$ cat src/rtl/hp_slot_pkg.sv
package hp_slot_pkg;
  localparam int REG_W = 16;
  // slot status bit positions
  localparam int S_ABP = 0;
  localparam int S_PDC = 3;
  localparam int S_CC  = 4;
  localparam int S_PDS = 6;
  localparam int S_EIS = 7;
  // slot control bit positions
  localparam int C_HPIE = 5;
  localparam int C_PCC  = 10;
  localparam int C_EIC  = 11;
  localparam int N_EVT  = 5;
  localparam logic [REG_W-1:0] EVT_MASK  = 16'h001F;
  localparam logic [REG_W-1:0] CTL_WMASK = 16'h07F9;
  localparam logic [REG_W-1:0] CTL_RST   = 16'h00C0;
  localparam logic [1:0]       IND_OFF   = 2'b11;
endpackage

$ cat src/rtl/hp_slot_ctl_reg.sv
module hp_slot_ctl_reg
  import hp_slot_pkg::*;
(
  input  logic             clk,
  input  logic             rst_n,
  input  logic             wr_ctl,
  input  logic [1:0]       be,
  input  logic [REG_W-1:0] wdata,
  input  logic             pds,
  output logic [REG_W-1:0] ctl_q,
  output logic             cmd_done,
  output logic             eic_toggle,
  output logic             detach
);
  logic [REG_W-1:0] merged;
  logic [REG_W-1:0] ctl_d;
  logic             old_off;
  logic             new_off;

  always_comb begin
    merged = ctl_q;
    if (be[0]) merged[7:0]  = wdata[7:0];
    if (be[1]) merged[15:8] = wdata[15:8];
    ctl_d      = wr_ctl ? (merged & CTL_WMASK) : ctl_q;
    old_off    = ctl_q[C_PCC] && (ctl_q[9:8] == IND_OFF);
    new_off    = merged[C_PCC] && (merged[9:8] == IND_OFF);
    cmd_done   = wr_ctl;
    eic_toggle = wr_ctl && be[1] && wdata[C_EIC];
    detach     = wr_ctl && pds && new_off && !old_off;
  end

  always_ff @(posedge clk or negedge rst_n) begin
    if (!rst_n) ctl_q <= CTL_RST;
    else if (wr_ctl) ctl_q <= ctl_d;
  end

  // the toggle bit never lands in the register
  a_r7_eic_not_stored: assert property (@(posedge clk) disable iff (!rst_n)
    wr_ctl |=> !ctl_q[C_EIC]);
endmodule

$ cat src/rtl/hp_slot_sta_reg.sv
module hp_slot_sta_reg
  import hp_slot_pkg::*;
#(
  parameter bit LINK_RPT = 1'b1
) (
  input  logic             clk,
  input  logic             rst_n,
  input  logic             wr_sta,
  input  logic [1:0]       be,
  input  logic [REG_W-1:0] wdata,
  input  logic             cmd_done,
  input  logic             eic_toggle,
  input  logic             detach,
  input  logic             insert_req,
  input  logic             fn0_present,
  input  logic             button_req,
  output logic [REG_W-1:0] sta_q,
  output logic             lnk_q,
  output logic             ins_err_q
);
  logic [REG_W-1:0] lanes;
  logic [REG_W-1:0] wr_bits;
  logic [REG_W-1:0] sta_d;
  logic             undo;
  logic             ins_ok;
  logic             lnk_d;
  logic             err_d;
  logic             hw_any;

  always_comb begin
    lanes   = {{8{be[1]}}, {8{be[0]}}};
    wr_bits = wdata & lanes & EVT_MASK;
    undo    = wr_sta && ((wr_bits & ~sta_q) != '0);
    ins_ok  = insert_req && fn0_present && !sta_q[S_EIS];
    err_d   = insert_req && sta_q[S_EIS];
    sta_d   = sta_q;
    if (wr_sta && !undo) sta_d = sta_q & ~wr_bits;
    if (eic_toggle) sta_d[S_EIS] = ~sta_q[S_EIS];
    if (detach) begin
      sta_d[S_PDS] = 1'b0;
      sta_d[S_PDC] = 1'b1;
    end
    if (cmd_done) sta_d[S_CC] = 1'b1;
    if (ins_ok) begin
      sta_d[S_PDS] = 1'b1;
      sta_d[S_PDC] = 1'b1;
      sta_d[S_ABP] = 1'b1;
    end
    if (button_req) sta_d[S_ABP] = 1'b1;
    lnk_d = lnk_q;
    if (detach) lnk_d = 1'b0;
    if (ins_ok && LINK_RPT) lnk_d = 1'b1;
    hw_any = cmd_done || eic_toggle || detach || ins_ok || button_req;
  end

  always_ff @(posedge clk or negedge rst_n) begin
    if (!rst_n) begin
      sta_q     <= '0;
      lnk_q     <= 1'b0;
      ins_err_q <= 1'b0;
    end else begin
      sta_q     <= sta_d;
      lnk_q     <= lnk_d;
      ins_err_q <= err_d;
    end
  end

  // a control write always leaves command-done set
  a_r6_cmd_sets_cc: assert property (@(posedge clk) disable iff (!rst_n)
    cmd_done |=> sta_q[S_CC]);
  // software alone can never set an event bit
  a_r8_sw_never_sets: assert property (@(posedge clk) disable iff (!rst_n)
    (wr_sta && !hw_any) |=> ((sta_q & EVT_MASK & ~$past(sta_q)) == '0));
  // detach drops presence and link
  a_r9_detach: assert property (@(posedge clk) disable iff (!rst_n)
    (detach && !ins_ok) |=> (!sta_q[S_PDS] && !lnk_q && sta_q[S_PDC]));
  // accepted insertion raises presence and both events
  a_r10_insert: assert property (@(posedge clk) disable iff (!rst_n)
    ins_ok |=> (sta_q[S_PDS] && sta_q[S_PDC] && sta_q[S_ABP]));
  // locked insertion flags an error
  a_r11_locked: assert property (@(posedge clk) disable iff (!rst_n)
    (insert_req && sta_q[S_EIS]) |=> ins_err_q);
endmodule

$ cat src/rtl/hp_slot_notify.sv
module hp_slot_notify
  import hp_slot_pkg::*;
(
  input  logic             clk,
  input  logic             rst_n,
  input  logic             hpie,
  input  logic [N_EVT-1:0] evt_en,
  input  logic [N_EVT-1:0] evt_sta,
  input  logic             msi_en,
  output logic             msi_req,
  output logic             intx
);
  logic pending;
  logic pend_q;

  always_comb begin
    pending = hpie && ((evt_en & evt_sta) != '0);
    msi_req = msi_en && pending && !pend_q;
    intx    = !msi_en && pending;
  end

  always_ff @(posedge clk or negedge rst_n) begin
    if (!rst_n) pend_q <= 1'b0;
    else        pend_q <= pending;
  end

  // one message per rising edge of the pending condition
  a_r3_msi_pulse: assert property (@(posedge clk) disable iff (!rst_n)
    msi_req |=> !msi_req);
  a_r3_one_path: assert property (@(posedge clk) disable iff (!rst_n)
    !(msi_req && intx));
endmodule

$ cat src/rtl/hp_slot_ctrl.sv
module hp_slot_ctrl
  import hp_slot_pkg::*;
#(
  parameter int                ADDR_W   = 4,
  parameter logic [ADDR_W-1:0] CTL_OFS  = 4'h8,
  parameter logic [ADDR_W-1:0] STA_OFS  = 4'hA,
  parameter bit                LINK_RPT = 1'b1
) (
  input  logic              clk,
  input  logic              rst_n,
  input  logic              reg_wr,
  input  logic              reg_rd,
  input  logic [ADDR_W-1:0] reg_addr,
  input  logic [1:0]        reg_be,
  input  logic [REG_W-1:0]  reg_wdata,
  output logic [REG_W-1:0]  reg_rdata,
  input  logic              insert_req,
  input  logic              fn0_present,
  input  logic              button_req,
  input  logic              msi_en,
  output logic              msi_req,
  output logic              intx_out,
  output logic              presence_out,
  output logic              link_active_out,
  output logic              insert_err
);
  logic             wr_ctl;
  logic             wr_sta;
  logic [REG_W-1:0] ctl_q;
  logic [REG_W-1:0] sta_q;
  logic             cmd_done;
  logic             eic_toggle;
  logic             detach;
  logic             lnk_q;
  logic [REG_W-1:0] rdata_d;
  logic [REG_W-1:0] rdata_q;

  assign wr_ctl = reg_wr && (reg_addr == CTL_OFS) && (reg_be != 2'b00);
  assign wr_sta = reg_wr && (reg_addr == STA_OFS) && (reg_be != 2'b00);

  hp_slot_ctl_reg u_ctl (
    .clk(clk), .rst_n(rst_n), .wr_ctl(wr_ctl), .be(reg_be), .wdata(reg_wdata),
    .pds(sta_q[S_PDS]), .ctl_q(ctl_q), .cmd_done(cmd_done),
    .eic_toggle(eic_toggle), .detach(detach)
  );

  hp_slot_sta_reg #(.LINK_RPT(LINK_RPT)) u_sta (
    .clk(clk), .rst_n(rst_n), .wr_sta(wr_sta), .be(reg_be), .wdata(reg_wdata),
    .cmd_done(cmd_done), .eic_toggle(eic_toggle), .detach(detach),
    .insert_req(insert_req), .fn0_present(fn0_present), .button_req(button_req),
    .sta_q(sta_q), .lnk_q(lnk_q), .ins_err_q(insert_err)
  );

  hp_slot_notify u_ntf (
    .clk(clk), .rst_n(rst_n), .hpie(ctl_q[C_HPIE]), .evt_en(ctl_q[N_EVT-1:0]),
    .evt_sta(sta_q[N_EVT-1:0]), .msi_en(msi_en), .msi_req(msi_req),
    .intx(intx_out)
  );

  always_comb begin
    rdata_d = '0;
    if (reg_addr == CTL_OFS) begin
      rdata_d        = ctl_q;
      rdata_d[C_EIC] = 1'b0;
    end else if (reg_addr == STA_OFS) begin
      rdata_d = sta_q;
    end
  end

  always_ff @(posedge clk or negedge rst_n) begin
    if (!rst_n)      rdata_q <= '0;
    else if (reg_rd) rdata_q <= rdata_d;
  end

  assign reg_rdata       = rdata_q;
  assign presence_out    = sta_q[S_PDS];
  assign link_active_out = lnk_q;

  // the interlock toggle bit reads back as zero
  a_r7_eic_reads_zero: assert property (@(posedge clk) disable iff (!rst_n)
    (reg_rd && reg_addr == CTL_OFS) |=> !reg_rdata[C_EIC]);
  // read data holds between reads
  a_r2_rdata_hold: assert property (@(posedge clk) disable iff (!rst_n)
    !reg_rd |=> $stable(reg_rdata));
endmodule

$ cat config.mk
export PLATFORM = sky130hd
export DESIGN_NAME = hp_slot_ctrl
export DESIGN_NICKNAME = d
export VERILOG_FILES = /design/src/rtl/hp_slot_pkg.sv /design/src/rtl/hp_slot_ctl_reg.sv /design/src/rtl/hp_slot_sta_reg.sv /design/src/rtl/hp_slot_notify.sv /design/src/rtl/hp_slot_ctrl.sv
export SDC_FILE = /design/constraint.sdc
export NUM_CORES = 1
export LEC_CHECK = 0
export ABC_CLOCK_PERIOD_IN_PS = 1500
export BUFFER_PORTS_ARGS = -buffer_cell sky130_fd_sc_hd__buf_4
export CORE_MARGIN = 3
export CORE_UTILIZATION = 40
export CTS_BUF_LIST = sky130_fd_sc_hd__clkbuf_8
export DETAILED_ROUTE_END_ITERATION = 10
export PLACE_DENSITY = 0.7
export SETUP_SLACK_MARGIN = 0.3
export SLEW_MARGIN = 25
export SYNTH_ARGS = -nofsm -noshare
export SYNTH_HDL_FRONTEND = slang
export SYNTH_SLANG_ARGS = --single-unit
$ cat constraint.sdc
create_clock -name clk -period 1.5 [get_ports clk]
set_input_delay 0.3 -clock clk [delete_from_list [all_inputs] [get_ports clk]]
set_output_delay 0.3 -clock clk [all_outputs]
set_load 0.1 [all_outputs]
==> metrics.yaml, run 1 <==
status: "complete, but fails checks"
failed_checks: "setup timing"
die_w_um: 64.4
clockBufferDepth: 2
final.min_clock_period_ns: 1.75
layout-drive-gt1-share: 0.461
dpl_worst_slack_ns: -0.0438
finalWirelength_um: 3140
met1_usage: 0.207
period_share: 1.16
antennaDiodeCount: 0
antenna_found_initial: 0
synth-adder-area-share: 0
synth_top_area_frac: 0.513
cap_violations: 0
cts.reportedPaths.clkPinSlew_ns: 0.06
max_freq_mhz: 573
num_vias: 1112
vdd_drop_max_mv: 0.526
critPathLaunch: "u_ctl.ctl_q[4]"
placed_cells_incl_taps: 211
reg2reg_to: "u_sta.sta_q[4]"
die_h_um: 64.4
met3_usage: 0.0451
drtIter0Drc: 47
drv_slew: 0
p_per_area_nw_per_um2: 1090
dieArea_sq_um: 4150
finalSetupViolations: 2
gp_congestion: 0.873
min_path_type: "input port to flip-flop"
synth_mux_area_frac: 0.0742
globalRouteMet2Util: 0.276
fin_ws_ns: -0.246
cts_buffers: 5
synth.area.top_cells: "dfrtp_1 (51%), mux2_2 (7.4%), dfstp_2 (3.8%)"
netlist_area_sq_um: 1370
synth_top_family_by_area: "compound AO/OA/AOI/OAI gates"
final_cell_mix: "buf_4 (35), dfrtp_1 (26), inv_1 (11), buf_6 (8), nor2_1 (7)"
remaining_drc_errors: 0
cts_tree: "built"
instances_no_fill: 222
critPathRequiredTime_ns: 1.20
final_hold_viol_count: 0
grt_pass1_vias: 1152
r2r_start: "u_sta.sta_q[3]"
cts_root_buf: "clkbuf_8"
area_growth_pct: 53.2
synth-simple-area-share: 0.144
busiest_layer: "met2"
grt_use_total: 0.165
ys_seq_elements: 30
fp.coreArea_sq_um: 3150
final_common_cell: "buf_4"
synth_cells: 122
crit_fanout: 3
setup.worst_path.end_class: "output pin"
wl_per_cell_um: 14.1
cts.sinks: 30
postSynthAreaPerCell_sq_um: 11.2
finClkSkew_ns: 0.00747
critPathKind: "flip-flop to output pin"
hold_start: "button_req"
rsz0062_at_grt: "yes"
dr.pass1.iters: 5
r2r_cells: 6
min_path_cells: 2
grt_pass1_wl_um: 5260
yosysSeqAreaShare: 0.551
vias_per_cell: 5.01
min_to: "u_sta.sta_q[0]"
dp_hpwl_um: 2270
start_util: 0.433
ys_warn_count: 0
gr-total-overflow: 0
rows: 20
htreeDepth: 2
clk_latency_ns: 0.28
regToRegSetupSlack_ns: 0.04
synthXorXnorAreaFrac: 0.00641
worstPathArrival_ns: 1.45
leakagePower_nw: 0.953
cp-start-kind: "flip-flop"
ant_nets: 0
grt_max_degree: 31
synth_top_area_cell: "dfrtp_1"
fin_nets: 207
synth-compound-area-share: 0.147
portBuffers: 41
io_pins: 51
synth_cell_type_count: 35
-- what timing repair did --
action	CTS	global route
setup endpoints to repair	27	20
hold buffers	1	0
endpoints found under the hold margin	28	0
gates resized for setup	29	10
pin swaps	3	3
buffers inserted	1	1
-- report_power, final --
part | internal [mW] | switching, mW | total [mW]
Combinational | 0.267 | 0.394 | 0.661
Sequential | 0.913 | 0.0735 | 0.987
Clock | 0.360 | 0.282 | 0.642
Total | 1.54 | 0.749 | 2.29
-- critical path: stages, from the launching register on --
cell      delay [ns]
dfrtp_1         0.38
a222oi_1        0.35
nand2b_4        0.22
nor3b_4         0.05
buf_12          0.16
-- kinds of logic after synthesis --
family / after synthesis
flops: 30
mux: 9
other cells: 1
xor+xnor: 1
buf+inv: 20
simple gates: 34
compound gates: 27
-- cell usage after synthesis --
cell type	instances
xnor2_1	1
and2_1	1
o2bb2ai_1	1
dfstp_2	2
a21o_1	2
nor2b_1	2
a2111oi_4	1
a41oi_1	2
nor4b_2	1
a31oi_1	1
conb_1	1
mux2_2	9
a211o_1	1
nand3_1	7
clkbuf_1	1
nor3b_1	1
nand2_1	4
inv_1	9
buf_1	1
and2b_1	1
a222oi_1	1
and4b_1	1
buf_4	6
nor2_1	8
and4bb_1	1
dfrtp_1	28
a22oi_1	5
buf_2	3
and3_1	1
o21ai_0	6
nand4_1	4
a21oi_1	6
nand3b_1	1
nand2b_1	1
a21bo_1	1
-- flip-flops by register name, indices dropped and copies added (netlist names) --
signal and cells:
u_sta.sta_q 7, u_sta.lnk_q 1, u_ctl.ctl_q 9, reg_rdata 11, u_ntf.pend_q 1, u_sta.ins_err_q 1
-- through the flow --
stage                     cell area [sq um]  setup TNS [ns]  hold WS (ns)  total power, mW  utilization
final                                  2090          -0.488         0.219             2.29        0.664
after global routing                   2090          -0.683         0.218             2.39        0.664
after CTS                              2040          -0.598         0.209             2.29        0.648
after detailed placement               1810          -0.284         0.247             1.60        0.575
after global placement                 1810         -0.0413         0.242             1.59        0.575
after floorplan                        1450          -0.467       0.00441             1.41            -
-- how the worst max path moves through the flow --
stage / endpoint / cells after the start
floorplan: msi_req / 3
global route: msi_req / 4
CTS: msi_req / 4
finish: msi_req / 4
global placement: u_ctl.ctl_q[8] / 5
detailed placement: msi_req / 4
-- per-layer routing --
metal,vias up,part of all wire
met2,37,0.49
li1,532,-
met5,-,0
met3,3,0.058
met1,540,0.44
met4,0,0.011
-- final cells by class --
type | count | area, sq um
fillers | 257 | 1060
flip-flops and latches | 30 | 758
multi-input cells | 76 | 598
repair buffers | 55 | 558
clock buffers | 6 | 82.6
well taps | 44 | 55.1
inverters | 9 | 33.8
clock inverters | 2 | 7.51
(Power assumes the default switching activity.)
==> inputs of run 2 (changes only) <==
--- a/config.mk
+++ b/config.mk
@@ -11,6 +11,7 @@
 export CORE_UTILIZATION = 40
 export CTS_BUF_LIST = sky130_fd_sc_hd__clkbuf_8
 export DETAILED_ROUTE_END_ITERATION = 10
+export GPL_TIMING_DRIVEN = 0
 export PLACE_DENSITY = 0.7
 export SETUP_SLACK_MARGIN = 0.3
 export SLEW_MARGIN = 25
==> run 2 against run 1 <==
Against the previous run:
- the flow still finishes with violations (setup timing)
- clock power decreased by 0.8%
- register-to-register slack worse by 0.07 ns
- non-clock buffer count increased by 4
==> metrics.yaml, run 2 (same netlist as run 1, synthesis figures left out) <==
final_hold_viol_count: 0
remaining_drc_errors: 0
clockBufferDepth: 2
cts_tree: "built"
rows: 20
grt_pass1_vias: 1231
finalWirelength_um: 3240
crit_fanout: 3
final_common_cell: "buf_4"
fin_ws_ns: -0.275
p_clk_frac: 0.274
regToRegSetupSlack_ns: -0.03
slowest_stage: "dfrtp_1"
grt_max_degree: 31
slowest_delay_ns: 0.40
hold_start: "button_req"
placed_cells_incl_taps: 210
drtIter0Drc: 71
vdd_drop_max_mv: 0.664
cts.reportedPaths.clkPinSlew_ns: 0.06
cts.sinks: 30
p_seq_frac: 0.432
p_per_area_nw_per_um2: 1080
final.min_clock_period_ns: 1.77
cts_buffers: 5
cap_violations: 0
failed_checks: "setup timing"
final_util: 0.680
switching_share: 0.328
largest_reg_flops: 11
die_h_um: 64.4
vias_per_cell: 5.03
crit_chain: "a222oi_1 > nand2b_4 > nor2_2 > buf_12"
leakagePower_nw: 0.972
fp.coreArea_sq_um: 3150
worst-path-buf-inv: 1
die_w_um: 64.4
dp_hpwl_um: 2280
gr-total-overflow: 0
cp-start-kind: "flip-flop"
critPathLaunch: "u_sta.sta_q[4]"
grt_use_total: 0.182
num_vias: 1132
gp_congestion: 0.824
critPathRequiredTime_ns: 1.20
wl_per_cell_um: 14.4
instances_no_fill: 225
htreeDepth: 2
grt_pass1_wl_um: 5620
finalSetupViolations: 4
finalPower_mw: 2.32
cts_root_buf: "clkbuf_8"
status: "complete, but fails checks"
ant_nets: 0
dieArea_sq_um: 4150
r2r_start: "u_sta.sta_q[4]"
switchingPower_mw: 0.760
min_path_type: "input port to flip-flop"
layout-drive-gt1-share: 0.464
portBuffers: 40
area_growth_pct: 57.0
rsz0062_at_grt: "yes"
cp_top_family: "flip-flops"
max_freq_mhz: 563
dr.pass1.iters: 4
setup.worst_path.end_class: "output pin"
pwr-share-comb: 0.294
io_pins: 51
period_share: 1.18
antenna_found_initial: 0
drv_slew: 0
worstPathArrival_ns: 1.47
fin_nets: 211
critPathKind: "flip-flop to output pin"
clk_latency_ns: 0.28
start_util: 0.433
hold_ws_ns: 0.211
antennaDiodeCount: 0
finClkSkew_ns: 0.00413
final_cell_mix: "buf_4 (36), dfrtp_1 (26), buf_12 (11), inv_1 (10), nor2_1 (7)"
p_int_mw: 1.56
-- run 2: cell type report --
class / instances / area (sq um)
fill: 244 / 1010
sequential: 30 / 758
multi-input combinational: 76 / 597
timing repair buffer: 48 / 534
clock buffer: 6 / 82.6
buffer: 11 / 80.1
tap: 44 / 55.1
inverter: 9 / 33.8
clock inverter: 1 / 3.75
-- run 2: power by group through the flow --
stage               clock network [mW]  registers [mW]  logic [mW]
finish                           0.637            1.00       0.682
CTS                              0.648           0.990       0.630
detailed placement                   0            1.00       0.577
global route                     0.698            1.01       0.722
floorplan                            0            1.12       0.291
global placement                     0           0.996       0.567
-- run 2: worst paths after layout --
| check | endpoint | cells past startpoint |
|---|---|---|
| min in group asynchronous | reg_rdata[10] | 2 |
| max in group asynchronous | u_ctl.ctl_q[7] | 2 |
| worst max-delay path | intx_out | 4 |
| worst min register to register | reg_rdata[1] | 2 |
| worst max register to register | u_sta.sta_q[4] | 7 |
| worst min-delay path | u_sta.sta_q[0] | 2 |
-- run 2: timing repair --
action / 4_1_cts / 5_1_grt
setup endpoints to repair: 23 / 28
pin swaps: 4 / 3
buffers inserted: 4 / 3
hold endpoints to repair: 28 / 0
resized for setup: 22 / 25
hold buffers: 1 / 0
-- run 2: through the flow --
step	TNS [ns]	instance area (sq um)	setup slack [ns]
final	-0.589	2140	-0.275
after global routing	-0.949	2140	-0.349
after CTS	-0.603	2010	-0.302
after detailed placement	-0.356	1800	-0.146
after global placement	-0.262	1800	-0.128
after floorplan	-0.467	1450	-0.265
-- run 2: per-layer routing --
metal  GRT usage  routed length [um]
met3      0.0763                 229
met5           0                   0
met4      0.0712                  64
met1       0.218                1340
met2       0.291                1610
==> inputs of run 3 (changes only) <==
--- a/config.mk
+++ b/config.mk
@@ -5,16 +5,16 @@
 export SDC_FILE = /design/constraint.sdc
 export NUM_CORES = 1
 export LEC_CHECK = 0
-export ABC_CLOCK_PERIOD_IN_PS = 1500
+export ABC_CLOCK_PERIOD_IN_PS = 1800
 export BUFFER_PORTS_ARGS = -buffer_cell sky130_fd_sc_hd__buf_4
 export CORE_MARGIN = 3
 export CORE_UTILIZATION = 40
 export CTS_BUF_LIST = sky130_fd_sc_hd__clkbuf_8
 export DETAILED_ROUTE_END_ITERATION = 10
 export GPL_TIMING_DRIVEN = 0
-export PLACE_DENSITY = 0.7
-export SETUP_SLACK_MARGIN = 0.3
+export SETUP_SLACK_MARGIN = 0.05
 export SLEW_MARGIN = 25
 export SYNTH_ARGS = -nofsm -noshare
 export SYNTH_HDL_FRONTEND = slang
+export SYNTH_HIERARCHICAL = 1
 export SYNTH_SLANG_ARGS = --single-unit
==> constraint.sdc (replaced) <==
create_clock -name clk -period 1.8 [get_ports clk]
set_input_delay 0.36 -clock clk [delete_from_list [all_inputs] [get_ports clk]]
set_output_delay 0.36 -clock clk [all_outputs]
set_load 0.1 [all_outputs]
==> run 3 against run 2 <==
Against the previous run:
- the run still ends with setup timing left
- critical path depth unchanged
- via count up 19%
- final area is 10% higher
- synthesized cell count up 20%
- largest cell class unchanged
- utilization shrank 9.6 points
- wire length grew 19%
- largest power group unchanged
- first-iteration DRC count fell by 46%
- non-clock buffer count is 11 higher
- sequential power decreased by 8%
- register-to-register slack gained 0.53 ns
- clock power is 5.3% lower
- highest routed layer unchanged
- critical endpoint unchanged
- sequential share of layout area up 1.8 points
==> metrics.yaml, run 3 <==
setup.worst_path.end_class: "output pin"
htreeDepth: 2
max_freq_mhz: 553
io_pins: 51
cts.sinks: 35
critPathKind: "flip-flop to output pin"
cp-start-kind: "flip-flop"
gp_congestion: 0.835
antennaDiodeCount: 0
remaining_drc_errors: 0
drv_slew: 0
fin_ws_ns: -0.00919
dp_hpwl_um: 2970
rows: 23
cts_tree: "built"
grt_use_total: 0.166
failed_checks: "setup timing"
antenna_found_initial: 0
instances_no_fill: 268
rsz0062_at_grt: "yes"
vdd_drop_max_mv: 0.526
cts_buffers: 5
final_common_cell: "buf_4"
crit_fanout: 3
ys_warn_count: 6
clockBufferDepth: 2
gr-total-overflow: 0
finalSetupViolations: 2
dpl_worst_slack_ns: -0.402
fp.coreArea_sq_um: 4060
ant_nets: 0
final_cell_mix: "buf_4 (64), dfrtp_1 (32), conb_1 (15), a221o_1 (14)"
netlist_area_sq_um: 1710
largest_reg_flops: 16
r2r_cells: 4
dr.pass1.iters: 5
grt_pass1_wl_um: 6640
p_per_area_nw_per_um2: 831
start_util: 0.422
cts_root_buf: "clkbuf_8"
critPathRequiredTime_ns: 1.44
num_vias: 1351
synth_cells: 147
fin_nets: 247
postSynthAreaPerCell_sq_um: 11.6
fillCellCount: 349
portBuffers: 46
grt_max_degree: 36
layout-drive-gt1-share: 0.486
die_h_um: 71.4
dieArea_sq_um: 5100
clk_latency_ns: 0.28
final_hold_viol_count: 0
cap_violations: 0
drtIter0Drc: 38
status: "complete, but fails checks"
final.min_clock_period_ns: 1.81
leakagePower_nw: 1.23
min_path_type: "input port to async pin"
period_share: 1.01
grt_pass1_vias: 1428
vias_per_cell: 5.04
die_w_um: 71.4
area_growth_pct: 38.4
finClkSkew_ns: 0.00246
worstPathArrival_ns: 1.45
placed_cells_incl_taps: 256
cts.reportedPaths.clkPinSlew_ns: 0.07
finalWirelength_um: 3860
wl_per_cell_um: 14.4
[run 3: critical path: stages (launching register included)]
cell and delay (ns):
dfrtp_1 0.39, a222oi_1 0.33, buf_4 0.20, a21oi_2 0.07, buf_12 0.18
[run 3: repair_timing]
action / in CTS / in global routing
pin swaps: 4 / 1
resized for setup: 8 / 1
endpoints found under the setup margin: 5 / 3
setup buffers: 4 / 0
hold buffers: 0 / 0
[run 3: final timing paths]
| path | startpoint | end | slack (ns) |
|---|---|---|---|
| max | u_sta/sta_q[4] | intx_out | -0.009 |
| max reg2reg | u_sta/sta_q[2] | u_sta/sta_q[0] | 0.50 |
| min | rst_n | reg_rdata[14] | 0.02 |
| min in group clk | reg_wdata[2] | u_sta/sta_q[2] | 0.26 |
| max in group asynchronous | rst_n | u_ctl/ctl_q[7] | 1.44 |
| min reg2reg | reg_rdata[11] | reg_rdata[11] | 0.50 |
[run 3: routing by layer]
layer	global-route usage	part of all wire	vias up
met4	0.0626	0.011	0
met1	0.224	0.45	656
met2	0.259	0.49	32
met3	0.0393	0.048	6
li1	-	-	657
met5	0	0	-
[run 3: final cells by class]
| cell class | count | area [sq um] | share of cell area |
|---|---|---|---|
| inverter | 8 | 30.0 | 0.0127 |
| multi-input combinational | 97 | 746 | 0.315 |
| timing repair buffer | 50 | 400 | 0.169 |
| sequential | 35 | 880 | 0.371 |
| buffer | 20 | 150 | 0.0634 |
| clock inverter | 1 | 3.75 | 0.00158 |
| clock buffer | 7 | 96.3 | 0.0407 |
| tap | 50 | 62.6 | 0.0264 |
[run 3: where the power goes]
part	total [mW]	switching, mW	internal, mW
clock	0.603	0.260	0.343
sequential	0.917	0.0587	0.858
combinational	0.449	0.273	0.176
total	1.97	0.591	1.38
[run 3: metrics by stage]
| step | power, mW | util | instance area [sq um] | TNS [ns] | hold slack, ns |
|---|---|---|---|---|---|
| 2_1_floorplan | 1.20 | - | 1790 | -0.0327 | 0.0644 |
| 3_3_place_gp | 1.33 | 0.541 | 2190 | -2.63 | 0.336 |
| 3_5_place_dp | 1.35 | 0.541 | 2190 | -2.74 | 0.339 |
| 5_1_grt | 2.06 | 0.584 | 2370 | -0.181 | 0.0572 |
| 6_report | 1.97 | 0.584 | 2370 | -0.0146 | 0.0245 |
| 4_1_cts | 1.99 | 0.582 | 2360 | 0 | 0.0285 |
